<file path="src/rtl/ocg_pkg.sv">
`timescale 1ns/1ps
package ocg_pkg;

    typedef enum logic [1:0] {
        IRQ_OFF    = 2'b00,
        IRQ_EVERY  = 2'b01,
        IRQ_THRESH = 2'b10,
        IRQ_RSVD   = 2'b11
    } irq_mode_e;

    typedef struct packed {
        logic active;
        logic rise;
    } alarm_s;

    function automatic logic irq_enabled(input irq_mode_e m);
        return (m == IRQ_EVERY) || (m == IRQ_THRESH);
    endfunction

endpackage

</file>
<file path="src/rtl/ocg_alarm_sync.sv">
`timescale 1ns/1ps
module ocg_alarm_sync
    import ocg_pkg::*;
#(
    parameter int SYNC_N = 2
) (
    input  logic   clk,
    input  logic   rst,
    input  logic   pin,
    input  logic   active_low,
    output alarm_s alarm
);
    logic [SYNC_N-1:0] sync_q;
    logic              act_q;
    logic              act;

    // Reset the synchronizer to the inactive pin level so no false edge follows reset.
    always_ff @(posedge clk) begin
        if (rst) begin
            sync_q <= {SYNC_N{active_low}};
            act_q  <= 1'b0;
        end else begin
            sync_q <= {sync_q[SYNC_N-2:0], pin};
            act_q  <= act;
        end
    end

    always_comb begin
        act          = sync_q[SYNC_N-1] ^ active_low;
        alarm.active = act;
        alarm.rise   = act & ~act_q;
    end

    // an edge is a single-cycle event
    p_rise_single_r2: assert property (@(posedge clk) disable iff (rst)
        alarm.rise |=> !alarm.rise);

endmodule

</file>
<file path="src/rtl/ocg_event_count.sv">
`timescale 1ns/1ps
module ocg_event_count
    import ocg_pkg::*;
#(
    parameter int CNT_W  = 8,
    parameter int FILT_W = 24
) (
    input  logic              clk,
    input  logic              rst,
    input  logic              rise,
    input  irq_mode_e         mode,
    input  logic [CNT_W-1:0]  threshold,
    input  logic [FILT_W-1:0] filter,
    output logic              irq
);
    localparam logic [CNT_W-1:0] CNT_MAX = {CNT_W{1'b1}};

    logic [CNT_W-1:0]  cnt_q;
    logic [FILT_W-1:0] filt_q;
    logic [CNT_W:0]    cnt_inc;
    logic              thr_hit;
    logic              fire;
    logic              expire;

    always_comb begin
        cnt_inc = {1'b0, cnt_q} + (CNT_W+1)'(1);
        thr_hit = cnt_inc >= {1'b0, threshold};
        fire    = rise && irq_enabled(mode) && ((mode == IRQ_EVERY) || thr_hit);
        expire  = (filt_q == FILT_W'(1));
    end

    always_ff @(posedge clk) begin
        if (rst) begin
            cnt_q  <= '0;
            filt_q <= '0;
            irq    <= 1'b0;
        end else begin
            irq <= fire;
            if (rise) begin
                filt_q <= filter;
                if (fire)
                    cnt_q <= '0;
                else if (cnt_q != CNT_MAX)
                    cnt_q <= cnt_inc[CNT_W-1:0];
            end else begin
                if (filt_q != '0)
                    filt_q <= filt_q - FILT_W'(1);
                if (expire)
                    cnt_q <= '0;
            end
        end
    end

    p_irq_one_cycle_r4: assert property (@(posedge clk) disable iff (rst)
        irq |=> !irq);
    p_off_silent_r3: assert property (@(posedge clk) disable iff (rst)
        (rise && !irq_enabled(mode)) |=> !irq);
    p_restart_r5: assert property (@(posedge clk) disable iff (rst)
        irq |-> (cnt_q == '0));
    p_below_thr_r5: assert property (@(posedge clk) disable iff (rst)
        (mode == IRQ_THRESH && threshold != '0) |-> (cnt_q < threshold));
    p_idle_clear_r6: assert property (@(posedge clk) disable iff (rst)
        (expire && !rise) |=> (cnt_q == '0));
    p_no_filter_r7: assert property (@(posedge clk) disable iff (rst)
        (filter == '0 && filt_q == '0 && !rise) |=> $stable(cnt_q));

endmodule

</file>
<file path="src/rtl/ocg_hold_timer.sv">
`timescale 1ns/1ps
module ocg_hold_timer #(
    parameter int HOLD_W = 16
) (
    input  logic              clk,
    input  logic              rst,
    input  logic              active,
    input  logic              us_tick,
    input  logic [HOLD_W-1:0] hold_us,
    output logic              throttle
);
    logic [HOLD_W-1:0] hold_q;

    always_ff @(posedge clk) begin
        if (rst)
            hold_q <= '0;
        else if (active)
            hold_q <= hold_us;
        else if (us_tick && hold_q != '0)
            hold_q <= hold_q - HOLD_W'(1);
    end

    assign throttle = active | (hold_q != '0);

    p_hold_frozen_r8: assert property (@(posedge clk) disable iff (rst)
        (!active && !us_tick) |=> $stable(hold_q));
    p_hold_step_r8: assert property (@(posedge clk) disable iff (rst)
        (!active && us_tick && hold_q != '0) |=> (hold_q == $past(hold_q) - HOLD_W'(1)));
    p_hold_reload_r9: assert property (@(posedge clk) disable iff (rst)
        active |=> (hold_q == $past(hold_us)));

endmodule

</file>
<file path="src/rtl/ocg_top.sv">
`timescale 1ns/1ps
module ocg_top
    import ocg_pkg::*;
#(
    parameter int CNT_W  = 8,
    parameter int FILT_W = 24,
    parameter int HOLD_W = 16
) (
    input  logic              clk,
    input  logic              rst,
    input  logic              alarm_pin,
    input  logic              cfg_active_low,
    input  logic [1:0]        cfg_irq_mode,
    input  logic [CNT_W-1:0]  cfg_threshold,
    input  logic [FILT_W-1:0] cfg_filter,
    input  logic [HOLD_W-1:0] cfg_hold_us,
    input  logic              us_tick,
    output logic              throttle_req,
    output logic              irq_pulse
);
    alarm_s alarm;

    ocg_alarm_sync #(.SYNC_N(2)) u_sync (
        .clk        (clk),
        .rst        (rst),
        .pin        (alarm_pin),
        .active_low (cfg_active_low),
        .alarm      (alarm)
    );

    ocg_event_count #(.CNT_W(CNT_W), .FILT_W(FILT_W)) u_count (
        .clk       (clk),
        .rst       (rst),
        .rise      (alarm.rise),
        .mode      (irq_mode_e'(cfg_irq_mode)),
        .threshold (cfg_threshold),
        .filter    (cfg_filter),
        .irq       (irq_pulse)
    );

    ocg_hold_timer #(.HOLD_W(HOLD_W)) u_hold (
        .clk      (clk),
        .rst      (rst),
        .active   (alarm.active),
        .us_tick  (us_tick),
        .hold_us  (cfg_hold_us),
        .throttle (throttle_req)
    );

    // no request can appear without the synchronized alarm or a running hold
    p_quiet_after_reset_r10: assert property (@(posedge clk) disable iff (rst)
        $past(rst) |-> (!throttle_req && !irq_pulse));

endmodule

</file>
<file path="config.mk">
export PLATFORM = sky130hd
export DESIGN_NAME = ocg_top
export DESIGN_NICKNAME = d
export VERILOG_FILES = /design/src/rtl/ocg_pkg.sv /design/src/rtl/ocg_alarm_sync.sv /design/src/rtl/ocg_event_count.sv /design/src/rtl/ocg_hold_timer.sv /design/src/rtl/ocg_top.sv
export SDC_FILE = /design/constraint.sdc
export NUM_CORES = 1
export LEC_CHECK = 0
export BUFFER_PORTS_ARGS = -buffer_cell sky130_fd_sc_hd__clkbuf_2
export CAP_MARGIN = 20
export CORE_MARGIN = 5
export CORE_UTILIZATION = 46
export CTS_BUF_LIST = sky130_fd_sc_hd__clkbuf_8
export DETAILED_ROUTE_END_ITERATION = 10
export PLACE_DENSITY = 0.72
export SYNTH_ARGS = -nofsm -noshare
export SYNTH_HDL_FRONTEND = slang
export SYNTH_HIERARCHICAL = 1
export SYNTH_SLANG_ARGS = --single-unit
export TNS_END_PERCENT = 1
</file>
<file path="constraint.sdc">
create_clock -name clk -period 5.81 [get_ports clk]
set_input_delay 0.8715 -clock clk [delete_from_list [all_inputs] [get_ports clk]]
set_output_delay 0.8715 -clock clk [all_outputs]
set_load 0.05 [all_outputs]
</file>
==> summary.txt <==
skew final = 0.01047 ns
worst slew pin tran = 0.9287 ns
CTS Hold Buffers Added = 0
status = completed
vias in the first global route = 2,900
1st-pass router iterations = 4
Power Density = 284.9 nW/um^2
CP Class = in -> out
CTS resizes = 0
design area = 3721 um^2
fin crit share = 0.5316
number of H-tree branching levels = 2
largest net degree at the start of global routing = 60
area delta synth->final = 13.77%
Nets = 517
final max-slew violation count = 0
fmax = 0.3238 GHz
Setup crit start kind = primary input
worst skew pair latency = 0.31 ns
Relative slew margins = 0.3756
Clock Tree Root = clkbuf_8
worst hold slack = 0.4474 ns
port bufs = 56
GR Overflow Total = 0
Reg clk slew, reported paths = 0.09 ns
Crit. End Element = primary output
YS warnings = 6
I/O pin count = 57
Antenna Cells = 0
commonest cells after routing, fill and taps aside = clkbuf_2 (56), dfxtp_1 (52), nand2_1 (41)
RSZ-0062 raised after global routing = false
post-layout min period = 3.089 ns
placed cell areas = 3600 um^2
drt total wl = 7.476 mm
Die X-Extent = 94.32 um
TritonCTS Sinks = 52
Syn Nets = 467
GPL Wtd Cong = 0.8376
maximum clock insertion buffer count = 2
setup TNS = 0 ns
EDFF count, synth = 0
Worst Path Required = 4.94 ns
1st-iter DRT viols = 144
CP Data Arrival Time = 2.22 ns
final setup fails = 0
Main synth FF type = dfxtp_1
Die Area = 8896 um^2
vias = 3,042
sequential fraction of the synthesis area = 0.3183
drt drc = 0
post-synth cell types = 69
fraction of registers with async set/reset = 0
average size of a mapped cell = 8.197 um^2
cell area after synthesis = 3271 um^2
first-pass GRT wire length = 12.91 mm
Initial Util = 0.4761
maximum vdd drop = 165.2 uV
DIE HEIGHT = 94.32 um
Setup Buffers After CTS = 0
wire per inst = 13.69 um
number of max-cap violations = 0
TritonCTS buffer count = 5
cells after synthesis = 399
fraction of final layout cells with drive strength greater than 1 = 0.2111
endpoints failing hold = 0
FF-to-FF setup slack = 2.86 ns
Synth Register Bits = 52
Antenna Nets Post-Route = 0
total track usage = 0.1771
Core Region = 6869 um^2
hpwl dp = 5.528 mm
Max Fanout on Critical Path = 19
post-route setup slack = 2.721 ns
CTS tree = done
Min-Delay Path Class = reg -> reg
Setup Slack @ Placement = 2.556 ns
commonest non-fill, non-tap cell in the layout = clkbuf_2
row count = 30
initial antenna violation count = 0
Vias/cell = 5.571
P_leak = 1.506 nW
==> cells by family (layout without fill, tap and decap cells) <==
kind of cell	count (synthesis)	count (layout)	synth area share
AO/OA/AOI/OAI	101	101	0.2177
flip-flops	52	52	0.3183
buffers and inverters	38	89	0.05394
AND/OR/NAND/NOR	163	163	0.2724
multiplexers	4	4	0.01301
XOR/XNOR	28	28	0.07498
adder cells (fa/ha/maj)	13	13	0.04973
==> per-layer routing <==
metal | vias up | part of all wire | GRT usage | routed length (um)
met2 | 73 | 0.49 | 0.2996 | 3661
met1 | 1412 | 0.45 | 0.2231 | 3374
met5 | - | 0 | 0 | 0
met3 | 8 | 0.047 | 0.03926 | 350
li1 | 1549 | - | - | -
met4 | 0 | 0.012 | 0.05656 | 91
==> cells in the mapped netlist, drive strengths merged (8+ instances only) <==
cell type / count / share of area
nor4: 8 / 0.017
a21oi: 19 / 0.029
nor3: 19 / 0.037
nand3: 11 / 0.017
xnor2: 17 / 0.046
inv: 22 / 0.025
nor2: 36 / 0.041
or3: 9 / 0.018
a211oi: 16 / 0.040
dfxtp: 52 / 0.32
nand2: 43 / 0.051
o21ai: 24 / 0.040
ha: 13 / 0.050
clkbuf: 8 / 0.0092
xor2: 11 / 0.029
==> power breakdown <==
| group | switching (mW) | internal [mW] |
|---|---|---|
| clock | 0.124 | 0.141 |
| combinational | 0.191 | 0.149 |
| sequential | 0.0521 | 0.403 |
==> path summary, 6_finish.rpt <==
path                                      start                            end  depth (start not counted)
setup / recovery                 cfg_active_low                   throttle_req                          6
hold / removal         u_sync/sync_q[0]$_DFF_P_       u_sync/sync_q[1]$_DFF_P_                          2
setup reg to reg  u_count/cnt_q[0]$_SDFFE_PP0P_  u_count/cnt_q[5]$_SDFFE_PP0P_                         10
hold reg to reg        u_sync/sync_q[0]$_DFF_P_       u_sync/sync_q[1]$_DFF_P_                          2
==> sequential cells by signal, indices dropped and copies added (netlist names) <==
name,count
u_count/filt_q,24
u_count/irq,1
u_hold/hold_q,16
u_count/cnt_q,8
u_sync/act_q,1
u_sync/sync_q,2
==> through the flow <==
stage	instances	utilization	power (mW)
4_1_cts	546	0.5417	1.068
3_5_place_dp	538	0.5240	0.7992
3_3_place_gp	538	0.5240	0.7907
2_1_floorplan	399	-	0.7222
5_1_grt	546	0.5417	1.136
6_report	546	0.5417	1.060
==> final cells by class <==
class	count	area, um^2
repair buffers	59	302.8
inverters	22	82.58
well taps	96	120.1
multi-input cells	309	2053
clock buffers	6	82.58
clock inverters	2	38.79
flip-flops and latches	52	1041
fillers	685	3148
==> critical path, cell delays in order <==
cell	delay [ns]
clkbuf_2	0.10
xnor2_1	0.23
inv_1	0.28
inv_2	0.35
nand4_1	0.12
clkbuf_2	0.26
Power figures use the tool's default switching activity.
